File: config.mk
export PLATFORM = sky130hd
export DESIGN_NAME = conv_enc_serial
export DESIGN_NICKNAME = d
export VERILOG_FILES = /design/src/rtl/conv_enc_pkg.sv /design/src/rtl/conv_tap_core.sv /design/src/rtl/conv_pair_ser.sv /design/src/rtl/conv_tail_seq.sv /design/src/rtl/conv_enc_serial.sv
export SDC_FILE = /design/constraint.sdc
export NUM_CORES = 1
export LEC_CHECK = 0
export ABC_AREA = 1
export BUFFER_PORTS_ARGS = -buffer_cell sky130_fd_sc_hd__buf_2
export CAP_MARGIN = 40
export CORE_ASPECT_RATIO = 1.25
export CORE_MARGIN = 2
export CORE_UTILIZATION = 40
export DETAILED_ROUTE_END_ITERATION = 10
export PLACE_DENSITY = 0.61
export SLEW_MARGIN = 20
export SYNTH_ARGS = -nofsm -noshare
export SYNTH_HDL_FRONTEND = slang
export SYNTH_SLANG_ARGS = --single-unit
File: constraint.sdc
create_clock -name clk -period 1.7 [get_ports clk]
set_input_delay 0 -clock clk [delete_from_list [all_inputs] [get_ports clk]]
set_output_delay 0 -clock clk [all_outputs]
set_load 0.05 [all_outputs]
File: src/rtl/conv_enc_pkg.sv
package conv_enc_pkg;
  // history depth (constraint length minus one)
  parameter int unsigned CE_MEM = 6;
  // generator masks: bit i selects the input delayed by i steps
  parameter logic [CE_MEM:0] CE_GEN_A = 7'h4F; // 1+D+D^2+D^3+D^6
  parameter logic [CE_MEM:0] CE_GEN_B = 7'h6D; // 1+D^2+D^3+D^5+D^6
endpackage

File: src/rtl/conv_tap_core.sv
module conv_tap_core #(
  parameter int unsigned    MEM   = 6,
  parameter logic [MEM:0]   GEN_A = '1,
  parameter logic [MEM:0]   GEN_B = '1
) (
  input  logic clk,
  input  logic rst_n,
  input  logic adv,
  input  logic clr,
  input  logic u,
  output logic c_a,
  output logic c_b
);
  logic [MEM:1] hist_q, hist_d, hist_eff;
  logic [MEM:0] win, tap_a, tap_b;

  // a start-of-frame bit sees an empty history
  assign hist_eff = clr ? '0 : hist_q;
  assign win      = {hist_eff, u};

  for (genvar i = 0; i <= MEM; i++) begin : g_tap
    assign tap_a[i] = GEN_A[i] & win[i];
    assign tap_b[i] = GEN_B[i] & win[i];
  end

  assign c_a = ^tap_a;
  assign c_b = ^tap_b;

  always_comb begin
    hist_d = hist_q;
    if (adv) hist_d = win[MEM-1:0];
  end

  always_ff @(posedge clk or negedge rst_n) begin
    if (!rst_n) hist_q <= '0;
    else        hist_q <= hist_d;
  end
endmodule

File: src/rtl/conv_pair_ser.sv
module conv_pair_ser (
  input  logic clk,
  input  logic rst_n,
  input  logic load,
  input  logic b_a,
  input  logic b_b,
  input  logic last_in,
  output logic slot_free,
  output logic out_valid,
  output logic out_bit,
  output logic out_last
);
  logic pend_q, pend_d;
  logic hold_q, hold_d;
  logic lastp_q, lastp_d;
  logic ov_q, ov_d, ob_q, ob_d, ol_q, ol_d;

  always_comb begin
    pend_d  = pend_q;
    hold_d  = hold_q;
    lastp_d = lastp_q;
    ov_d    = 1'b0;
    ob_d    = 1'b0;
    ol_d    = 1'b0;
    if (load) begin
      ov_d    = 1'b1;
      ob_d    = b_a;
      pend_d  = 1'b1;
      hold_d  = b_b;
      lastp_d = last_in;
    end else if (pend_q) begin
      ov_d    = 1'b1;
      ob_d    = hold_q;
      ol_d    = lastp_q;
      pend_d  = 1'b0;
      lastp_d = 1'b0;
    end
  end

  always_ff @(posedge clk or negedge rst_n) begin
    if (!rst_n) begin
      pend_q  <= 1'b0;
      hold_q  <= 1'b0;
      lastp_q <= 1'b0;
      ov_q    <= 1'b0;
      ob_q    <= 1'b0;
      ol_q    <= 1'b0;
    end else begin
      pend_q  <= pend_d;
      hold_q  <= hold_d;
      lastp_q <= lastp_d;
      ov_q    <= ov_d;
      ob_q    <= ob_d;
      ol_q    <= ol_d;
    end
  end

  assign slot_free = !pend_q;
  assign out_valid = ov_q;
  assign out_bit   = ob_q;
  assign out_last  = ol_q;
endmodule

File: src/rtl/conv_tail_seq.sv
module conv_tail_seq #(
  parameter int unsigned MEM = 6,
  localparam int unsigned CW = $clog2(MEM + 1)
) (
  input  logic clk,
  input  logic rst_n,
  input  logic start,
  input  logic slot_free,
  output logic busy,
  output logic step,
  output logic step_last
);
  logic [CW-1:0] cnt_q, cnt_d;

  assign busy      = (cnt_q != '0);
  assign step      = busy && slot_free;
  assign step_last = step && (cnt_q == CW'(1));

  always_comb begin
    cnt_d = cnt_q;
    if (start)     cnt_d = CW'(MEM);
    else if (step) cnt_d = cnt_q - CW'(1);
  end

  always_ff @(posedge clk or negedge rst_n) begin
    if (!rst_n) cnt_q <= '0;
    else        cnt_q <= cnt_d;
  end
endmodule

File: src/rtl/conv_enc_serial.sv
module conv_enc_serial
  import conv_enc_pkg::*;
#(
  parameter int unsigned  MEM   = CE_MEM,
  parameter logic [MEM:0] GEN_A = CE_GEN_A,
  parameter logic [MEM:0] GEN_B = CE_GEN_B
) (
  input  logic clk,
  input  logic rst_n,
  input  logic in_valid,
  input  logic in_bit,
  input  logic in_sof,
  input  logic in_eof,
  input  logic flush_en,
  output logic in_ready,
  output logic out_valid,
  output logic out_bit,
  output logic out_last
);
  logic slot_free, tail_busy, tail_step, tail_last;
  logic data_acc, adv, u, clr, c_a, c_b, last_in;

  assign in_ready = slot_free && !tail_busy;
  assign data_acc = in_valid && in_ready;
  assign adv      = data_acc || tail_step;
  assign u        = data_acc ? in_bit : 1'b0;
  assign clr      = data_acc && in_sof;
  assign last_in  = tail_step ? tail_last : (data_acc && in_eof && !flush_en);

  conv_tap_core #(.MEM(MEM), .GEN_A(GEN_A), .GEN_B(GEN_B)) i_core (
    .clk(clk), .rst_n(rst_n), .adv(adv), .clr(clr), .u(u), .c_a(c_a), .c_b(c_b)
  );

  conv_tail_seq #(.MEM(MEM)) i_tail (
    .clk(clk), .rst_n(rst_n), .start(data_acc && in_eof && flush_en),
    .slot_free(slot_free), .busy(tail_busy), .step(tail_step), .step_last(tail_last)
  );

  conv_pair_ser i_ser (
    .clk(clk), .rst_n(rst_n), .load(adv), .b_a(c_a), .b_b(c_b), .last_in(last_in),
    .slot_free(slot_free), .out_valid(out_valid), .out_bit(out_bit), .out_last(out_last)
  );
endmodule

# After elaboration in Yosys (flattened, before gate mapping)
# Index checks and enable logic that the tools add are counted.
[word_totals]
regBits = 15
wordCells = 41
inputBits = 7
out_inout_bits = 4
[classes]
muxes = 14
addsub = 1
n_reduce_logical = 17
eq_ne = 1
[ops]
columns = ["operator", "n"]
rows = [
  ["7-bit XOR reduction", 2],
  ["1-bit two-way mux", 11],
  ["1-bit logical AND", 8],
  ["3-bit two-way mux", 2],
  ["6-bit two-way mux", 1],
  ["2-bit nonzero test", 2],
  ["3-bit by 1-bit equality test with 1-bit output, second input constant", 1],
  ["1-bit logical NOT", 3],
  ["3-bit nonzero test", 1],
  ["3-bit by 1-bit subtractor with 3-bit output, second input constant", 1],
  ["1-bit logical OR", 1],
]

# Logic depth before layout (Yosys ltp)
# Gate-level depths: netlist (run 1).
[logic_depth]
ltp_word = 8
depth_mapped = 13
ltp_nobuf = 13

# By module
# Synthesis (run 1) repeated with hierarchy kept, for this count alone.
[hier_totals]
hier_cells = 125
hier_area_um2 = 920.9
[modules_own_cells]
columns = ["mod", "instances", "seq_area_each_um2", "area_each_um2", "cells_each"]
rows = [
  ["conv_tap_core", 1, 150.1, 397.9, 58],
  ["conv_tail_seq", 1, 75.1, 229.0, 30],
  ["conv_pair_ser", 1, 150.1, 207.7, 21],
  ["conv_enc_serial", 1, 0.0, 86.3, 16],
]

# Worst setup path after synthesis (run 1)
# OpenSTA, ideal clock, no wires.
[synth_path]
kind = "reg2reg"
from = "register i_tail.cnt_q[0]"
to = "register i_ser.ob_q (netlist: i_ser.out_bit)"
setup_ps = 118
required_ps = 1582
path_buffers = 0
t_arrival_ps = 1391
path_slack_ps = 191
synth_period_minus_slack_ps = 1509
stages_incl_launch_ff = 14
cell_sequence = "dfrtp_1 inv_1 ha_1 inv_1 nor2_4 nand4_4 nand2_1 nand2_2 nand2_1 nand2_1 nand2_1 nand2_1 nand3_1 nand2_1"
[synth_between]
elab_chain_cells = 8
elab_cells_between_ends = 11
cone_classes = "3 x mux; 8 x reduce/logical"
[synth_lines]
columns = ["item", "line_no", "text"]
rows = [
  ["from (decl)", "conv_tail_seq.sv:13", "logic [CW-1:0] cnt_q, cnt_d;"],
  ["from (signal assigned)", "conv_tail_seq.sv:27", "else cnt_q <= cnt_d;"],
  ["3-bit nonzero test *", "conv_tail_seq.sv:15", "assign busy = (cnt_q != '0);"],
  ["1-bit logical NOT", "conv_enc_serial.sv:23", "assign in_ready = slot_free && !tail_busy;"],
  ["1-bit logical AND", "conv_enc_serial.sv:23", ""],
  ["1-bit logical AND", "conv_enc_serial.sv:24", "assign data_acc = in_valid && in_ready;"],
  ["1-bit logical AND", "conv_enc_serial.sv:27", "assign clr = data_acc && in_sof;"],
  ["6-bit two-way mux", "conv_tap_core.sv:18", "assign hist_eff = clr ? '0 : hist_q;"],
  ["7-bit XOR reduction", "conv_tap_core.sv:26", "assign c_a = ^tap_a;"],
  ["1-bit two-way mux *", "conv_pair_ser.sv:25", "if (load) begin"],
  ["via i_ser.ob_d", "conv_pair_ser.sv:16", "logic ov_q, ov_d, ob_q, ob_d, ol_q, ol_d;"],
  ["to (signal assigned)", "conv_pair_ser.sv:46", "ob_q <= 1'b0;"],
  ["to (signal assigned)", "conv_pair_ser.sv:53", "ob_q <= ob_d;"],
  ["to (decl)", "conv_pair_ser.sv:16", ""],
]
# The timed path passes the listed nets; every way through them passes the cells marked *.
# A chain may end at the register's enable or synchronous reset.

# Worst setup path in the final report (run 1)
# Same ends and word-level chain as after synthesis.

==> impl_metrics.ini, run 1 <==
[clocking]
numCtsBuffers = 3
clkLatencyLatePin_ps = 290
ctsRootBufferMaster = sky130_fd_sc_hd__clkbuf_4
h-tree-depth = 1
clk_transition_reported_paths_ps = 100
tritoncts = built
numClockSinks = 15
cts_max_path_buffers = 2

[sta]
setup_tns_final_ps = 0
min_period_over_period_pct = 92.74
setup_viol = 0
final.setup_skew_ps = 5.787
finalCriticalPeriod_ps = 1577
worst_pin_slew_ps = 329.4
timing.slew.headroom_pct = 78.04
hold_violations = 0
maxClockFrequency_ghz = 0.6343
worst_hold_slack_ps = 32.39
rsz0062_at_grt = true
timing_max_transition_violations_final = 0

[power_and_ir_drop]
p_seq_share_pct = 34.9
power.switching_fraction_pct = 47.33
total_power_mw = 1.724
power.share.clock_pct = 12.0
p_comb_share_pct = 53.1
power.internal_uw = 908.2
p_switching_uw = 816.0
static-leakage-power_nw = 0.5458
cellPowerDensity_nw_per_um2 = 1751
worst_ir_drop_vdd_uv = 641.2

[floorplan]
coreArea_sq_um = 1982
io-pin-count = 11
initial_utilization_pct = 41.98
die_height_um = 54.99
placement_rows = 18
die_width_um = 44.80
design.die.area_sq_um = 2463

[cells_and_area]
layout-drive-gt1-share_pct = 30.00
final_net_count = 131
area_delta_synth_final_pct = 18.35
number_of_diodes = 0
fill_cells = 188

[place]
detailedPlacementHpwl_um = 1116
port_buffers = 10
gp_congestion = 0.8749

[worst_setup_path]
timing.critical_path.to = i_ser.out_bit
crit_start = i_tail.cnt_q[0]
critical_path_required_ps = 1890
endpoint_of_the_worst_register_to_register_path = i_ser.out_bit
r2r_slack_ps = 120
cp_data_arrival_time_ps = 1770
worstPathMaxFanout = 8
crit-reg2reg-launch = i_tail.cnt_q[0]
r2r_worst_path_depth = 13
launching_element_type_of_the_critical_path = register
setup.worst_path.class = reg2reg
worstSetupEndpointType = register

[global_routing]
grt_remaining_overflow = 0
first_global_vias = 618
grt_max_degree = 16
grt_antenna_before_repair = 0
grt_use_total_pct = 14.49
global_route_wire_length_before_repair_um = 2518

[hold_path]
timing.hold.worst.class = in2reg

[synthesis]
yosysUniqueCellTypes = 18
ys.warnings.count = 0
post_synth.cell_area_avg_sq_um = 8.157
synth_fp_nets = 112
synth_sequential_area_ratio_pct = 45.11
synthesis.instances = 102
synth_seq_cells = 15
post_synth_instance_area_sq_um = 832.0

[drt]
dr.pass1.iters = 4
totalWireLength_um = 1487
post_route_drc_violation_count = 0
dr_total_vias = 700
postRouteAntennaNets = 0
iter_0_drt_violations = 23
post_drt_wl_per_cell_um = 10.62
viasPerCell = 5.000

[flow_run]
timing.max_cap.violations = 0

[run_status]
outcome = finished, final reports clean
-- critical path, cell delays in order, from the launching register on --
cell and delay (ps):
sky130_fd_sc_hd__dfrtp_1 410, sky130_fd_sc_hd__inv_2 100, sky130_fd_sc_hd__ha_4 150, sky130_fd_sc_hd__inv_2 40, sky130_fd_sc_hd__nor2_4 130, sky130_fd_sc_hd__nand4_4 150, sky130_fd_sc_hd__nand2_2 120, sky130_fd_sc_hd__nand2_2 50
sky130_fd_sc_hd__nand2_1 50, sky130_fd_sc_hd__nand2_1 60, sky130_fd_sc_hd__nand2_1 60, sky130_fd_sc_hd__nand2_1 40, sky130_fd_sc_hd__nand3_1 60, sky130_fd_sc_hd__nand2_1 50
-- metal layers --
| metal | up-vias | track usage (%) | share of wire, % |
|---|---|---|---|
| met5 | - | 0 | 0 |
| met4 | 0 | 7.353 | 2.0 |
| met3 | 5 | 3.247 | 6.1 |
| met2 | 24 | 25.12 | 48 |
| met1 | 316 | 16.70 | 43 |
| li1 | 355 | - | - |
-- area by class of cell --
| cell class | count | area [sq um] | area share [%] |
|---|---|---|---|
| clock inverter | 1 | 5.005 | 0.5083 |
| timing repair buffer | 14 | 85.08 | 8.640 |
| clock buffer | 3 | 22.52 | 2.287 |
| tap | 20 | 25.02 | 2.541 |
| multi-input combinational | 68 | 400.4 | 40.66 |
| sequential | 15 | 375.4 | 38.12 |
| inverter | 19 | 71.32 | 7.243 |
-- synthesized netlist by cell type --
| library cell | count | area, sq um |
|---|---|---|
| sky130_fd_sc_hd__a21oi_1 | 1 | 5.000 |
| sky130_fd_sc_hd__a31oi_1 | 1 | 6.260 |
| sky130_fd_sc_hd__dfrtp_1 | 15 | 375.4 |
| sky130_fd_sc_hd__ha_1 | 3 | 37.54 |
| sky130_fd_sc_hd__inv_1 | 15 | 56.30 |
| sky130_fd_sc_hd__inv_2 | 4 | 15.01 |
| sky130_fd_sc_hd__nand2_1 | 33 | 123.9 |
| sky130_fd_sc_hd__nand2_2 | 3 | 18.77 |
| sky130_fd_sc_hd__nand2_4 | 1 | 11.26 |
| sky130_fd_sc_hd__nand3_1 | 12 | 60.06 |
| sky130_fd_sc_hd__nand3_2 | 3 | 30.03 |
| sky130_fd_sc_hd__nand4_1 | 1 | 6.260 |
| sky130_fd_sc_hd__nand4_4 | 1 | 21.27 |
| sky130_fd_sc_hd__nor2_2 | 1 | 6.260 |
| sky130_fd_sc_hd__nor2_4 | 2 | 22.52 |
| sky130_fd_sc_hd__o211ai_1 | 1 | 7.510 |
| sky130_fd_sc_hd__o21ai_0 | 4 | 20.02 |
| sky130_fd_sc_hd__xor2_1 | 1 | 8.760 |
-- power by group through the flow --
stage / combinational [mW] / sequential [mW] / clock [mW]
after floorplan: 0.612 / 0.649 / 0
after global placement: 0.818 / 0.604 / 0
after detailed placement: 0.824 / 0.604 / 0
after CTS: 0.841 / 0.598 / 0.216
after global routing: 1.04 / 0.622 / 0.230
final: 0.916 / 0.601 / 0.207
-- stage by stage --
stage / instances / utilization (%) / worst slack, ps / area [sq um]
3_5_place_dp: 132 / 45.77 / 62.75 / 907.1
3_3_place_gp: 132 / 45.77 / 106.8 / 907.1
5_1_grt: 140 / 49.68 / -32.74 / 984.7
6_report: 140 / 49.68 / 123.4 / 984.7
2_1_floorplan: 102 / - / 191.3 / 832.0
4_1_cts: 138 / 48.17 / 31.32 / 954.7
-- placed cells by master (no fill, tap or decap) --
| cell | synthesis | final |
|---|---|---|
| sky130_fd_sc_hd__nand2_1 | 33 | 32 |
| sky130_fd_sc_hd__dfrtp_1 | 15 | 15 |
| sky130_fd_sc_hd__inv_1 | 15 | 12 |
| sky130_fd_sc_hd__nand3_1 | 12 | 12 |
| sky130_fd_sc_hd__buf_2 | 0 | 10 |
| sky130_fd_sc_hd__inv_2 | 4 | 7 |
| sky130_fd_sc_hd__nand2_2 | 3 | 4 |
| sky130_fd_sc_hd__o21ai_0 | 4 | 4 |
| sky130_fd_sc_hd__nand3_2 | 3 | 3 |
| sky130_fd_sc_hd__clkbuf_4 | 0 | 3 |
| sky130_fd_sc_hd__nor2_4 | 2 | 2 |
| sky130_fd_sc_hd__ha_1 | 3 | 2 |
| sky130_fd_sc_hd__dlygate4sd3_1 | 0 | 2 |
| sky130_fd_sc_hd__buf_4 | 0 | 2 |
| sky130_fd_sc_hd__nor2_2 | 1 | 1 |
| sky130_fd_sc_hd__nand4_4 | 1 | 1 |
| sky130_fd_sc_hd__nand2_4 | 1 | 1 |
| sky130_fd_sc_hd__nand4_1 | 1 | 1 |
| sky130_fd_sc_hd__xor2_1 | 1 | 1 |
| sky130_fd_sc_hd__a21oi_1 | 1 | 1 |
| sky130_fd_sc_hd__a31oi_1 | 1 | 1 |
| sky130_fd_sc_hd__o211ai_1 | 1 | 1 |
| sky130_fd_sc_hd__ha_4 | 0 | 1 |
| sky130_fd_sc_hd__clkinv_2 | 0 | 1 |
-- cells by family (layout without fill, tap and decap cells) --
logic type	count (synthesis)	in the layout	synth area share (%)
compound gates	7	7	4.662
xor+xnor	1	1	1.053
fa+ha+maj	3	3	4.512
buf+inv	19	37	8.570
flops	15	15	45.11
simple gates	57	57	36.09
-- state kept, by name, summed over array words and instances, names as in the netlist --
name	cells
i_ser.out_bit	1
i_tail.cnt_q	3
i_ser.lastp_q	1
i_ser.hold_q	1
i_ser.out_valid	1
i_core.hist_q	6
i_ser.pend_q	1
i_ser.out_last	1
-- what timing repair did --
action	4_1_cts	5_1_grt
hold buffers	2	0
setup buffers	0	2
endpoints found under the setup margin	0	7
hold endpoints to repair	16	0
resized for setup	0	6
-- how the worst min path moves through the flow --
stage / start / endpoint / slack (ps) / depth (start not counted)
floorplan: rst_n / i_core.hist_q[1] / -300 / 0
global placement: rst_n / i_tail.cnt_q[2] / -80 / 1
detailed placement: rst_n / i_tail.cnt_q[2] / -80 / 1
CTS: in_valid / i_ser.out_valid / 30 / 3
global route: in_valid / i_ser.out_valid / 40 / 3
finish: in_valid / i_ser.out_valid / 30 / 3
Note: power is estimated with default switching activity, not from simulation.
==> run 2, diff against run 1 <==
==> constraint.sdc (replaced) <==
create_clock -name clk -period 2 [get_ports clk]
set_input_delay 0 -clock clk [delete_from_list [all_inputs] [get_ports clk]]
set_output_delay 0 -clock clk [all_outputs]
set_load 0.05 [all_outputs]
==> run 2 against run 1 <==
Compared with the run above:
- clock-buffer cell count is the same
- sequential power shrank 15%
- non-clock buffer count shrank 2
- clock skew rose by 3.2 ps
- total power shrank 19%
- utilization decreased by 1.5 points
- first-iteration DRC count is 39% lower
==> impl_metrics.ini, run 2 (synthesized netlist as in run 1, its figures left out) <==
[run_status]
outcome = finished, final reports clean

[global_routing]
grt_antenna_before_repair = 0
grt.met3_usage_pct = 2.922
globalRouteMet2Util_pct = 23.67
use_met1_pct = 18.51
grt_use_total_pct = 14.83
grt_remaining_overflow = 0
first_global_vias = 608
grt_max_degree = 16
grt.busiest_layer = met2
global_route_wire_length_before_repair_um = 2559

[power_and_ir_drop]
cellPowerDensity_nw_per_um2 = 1465
worst_ir_drop_vdd_uv = 553.7
total_power_mw = 1.399
static-leakage-power_nw = 0.5379

[drt]
postRouteAntennaNets = 0
iter_0_drt_violations = 14
dr.pass1.iters = 4
totalWireLength_um = 1482
viasPerCell = 4.848
dr_total_vias = 669
post_drt_wl_per_cell_um = 10.74
post_route_drc_violation_count = 0

[sta]
maxClockFrequency_ghz = 0.6057
worst_pin_slew_ps = 339.0
rsz0062_at_grt = false
finalCriticalPeriod_ps = 1651
timing.slew.headroom_pct = 77.40
final.setup_skew_ps = 8.942
setup_viol = 0
hold_violations = 0
layout_setup_ws_ps = 349.0
setup_tns_final_ps = 0
min_period_over_period_pct = 82.55
worst_hold_slack_ps = 12.55
timing_max_transition_violations_final = 0

[clocking]
cts_hold_buffers = 2
clk_transition_reported_paths_ps = 100
clkLatencyLatePin_ps = 300
numClockSinks = 15
ctsRootBufferMaster = sky130_fd_sc_hd__clkbuf_4
tritoncts = built
h-tree-depth = 1
cts.repair.resized = 0
cts_post_setup_buffers_inserted = 0
numCtsBuffers = 3
cts_max_path_buffers = 2

[hold_path]
hp-start = in_valid
hold-path-cell-count = 3
timing.hold.worst.class = in2reg
worstHoldEndpoint = i_ser.out_valid

[floorplan]
coreArea_sq_um = 1982
design.die.area_sq_um = 2463
io-pin-count = 11
die_height_um = 54.99
initial_utilization_pct = 41.98
die_width_um = 44.80
placement_rows = 18

[place]
port_buffers = 10
dp.cells = 132
pre_cts_slack_ps = 342.8
detailedPlacementHpwl_um = 1118
gp_congestion = 0.7373
placed_cell_area_sq_um = 907.1

[worst_setup_path]
endpoint_of_the_worst_register_to_register_path = i_ser.out_bit
cp_num_buf_inv = 2
setup.worst_path.class = reg2reg
critical_path_required_ps = 2210
number_of_cells_on_the_critical_path = 13
r2r_slack_ps = 350
crit-reg2reg-launch = i_tail.cnt_q[0]
crit_path_frequent_cell = sky130_fd_sc_hd__nand2_1
worstSetupEndpointType = register
cp_data_arrival_time_ps = 1860
r2r_worst_path_depth = 13
critical_path.top_delay_family = simple AND/OR/NAND/NOR gates
launching_element_type_of_the_critical_path = register
crit_start = i_tail.cnt_q[0]
critPathMaxStageDelay_ps = 410
worstPathMaxFanout = 8
critical_path.slowest_cell = sky130_fd_sc_hd__dfrtp_1
timing.critical_path.cells = inv_1 -> ha_1 -> inv_1 -> nor2_4 -> nand4_4 -> nand2_1 -> nand2_2 -> nand2_1 -> nand2_1 -> nand2_1 -> nand2_1 -> nand3_1 -> nand2_1

[cells_and_area]
final_core_utilization_pct = 48.17
layout-drive-gt1-share_pct = 24.58
final_net_count = 129
largest_reg_flops = 6
layout.cell_area.non_filler_sq_um = 954.7
final_common_cell = sky130_fd_sc_hd__nand2_1
top_register_by_number_of_flip_flops = i_core.hist_q
instances_no_fill = 138
number_of_diodes = 0
area_delta_synth_final_pct = 14.74
top_library_cells_by_usage_in_the_layout_fill_and_taps_aside = sky130_fd_sc_hd__nand2_1, sky130_fd_sc_hd__inv_1, sky130_fd_sc_hd__dfrtp_1, sky130_fd_sc_hd__nand3_1, sky130_fd_sc_hd__buf_2
biggestRegsByFlops = i_core.hist_q: 6 flops, i_tail.cnt_q: 3 flops

[flow_run]
timing.max_cap.violations = 0
## run 2: cell types whose count changed in the layout (fill, tap and decap cells not counted)
| cell | change |
|---|---|
| sky130_fd_sc_hd__inv_1 | +3 |
| sky130_fd_sc_hd__inv_2 | -3 |
| sky130_fd_sc_hd__buf_4 | -2 |
| sky130_fd_sc_hd__ha_1 | +1 |
| sky130_fd_sc_hd__ha_4 | -1 |
| sky130_fd_sc_hd__nand2_1 | +1 |
| sky130_fd_sc_hd__nand2_2 | -1 |
## run 2: cell type report
class                           instances  area (sq um)
Fill cell                             198          1027
Multi-Input combinational cell         68         385.4
Sequential cell                        15         375.4
Inverter                               19         71.32
Timing Repair Buffer                   12         70.07
Tap cell                               20         25.02
Clock buffer                            3         22.52
Clock inverter                          1         5.005
## run 2: worst max-delay path by stage
stage,endpoint,slack (ps)
after floorplan,i_ser.out_bit,490
after global placement,i_ser.out_bit,390
after detailed placement,i_ser.out_bit,340
after CTS,i_ser.out_bit,320
after global routing,i_ser.out_bit,160
final,i_ser.out_bit,350
## run 2: worst register-to-register path: stages, from the launching register on
cell and delay [ps]:
sky130_fd_sc_hd__dfrtp_1 410, sky130_fd_sc_hd__inv_1 100, sky130_fd_sc_hd__ha_1 190, sky130_fd_sc_hd__inv_1 70
sky130_fd_sc_hd__nor2_4 120, sky130_fd_sc_hd__nand4_4 160, sky130_fd_sc_hd__nand2_1 130, sky130_fd_sc_hd__nand2_2 60
sky130_fd_sc_hd__nand2_1 50, sky130_fd_sc_hd__nand2_1 70, sky130_fd_sc_hd__nand2_1 60, sky130_fd_sc_hd__nand2_1 50
sky130_fd_sc_hd__nand3_1 60, sky130_fd_sc_hd__nand2_1 50
## run 2: report_power, final
part | leakage [nW] | switching, mW | total [mW] | internal (mW)
Combinational | 0.328 | 0.472 | 0.702 | 0.231
Sequential | 0.192 | 0.0899 | 0.508 | 0.418
Clock | 0.0177 | 0.113 | 0.188 | 0.0746
Total | 0.538 | 0.675 | 1.40 | 0.724
## run 2: routing by layer
layer | vias up | share of wire, %
li1 | 351 | -
met5 | - | 0
met2 | 17 | 46
met4 | 0 | 2.2
met1 | 299 | 48
met3 | 2 | 4.3
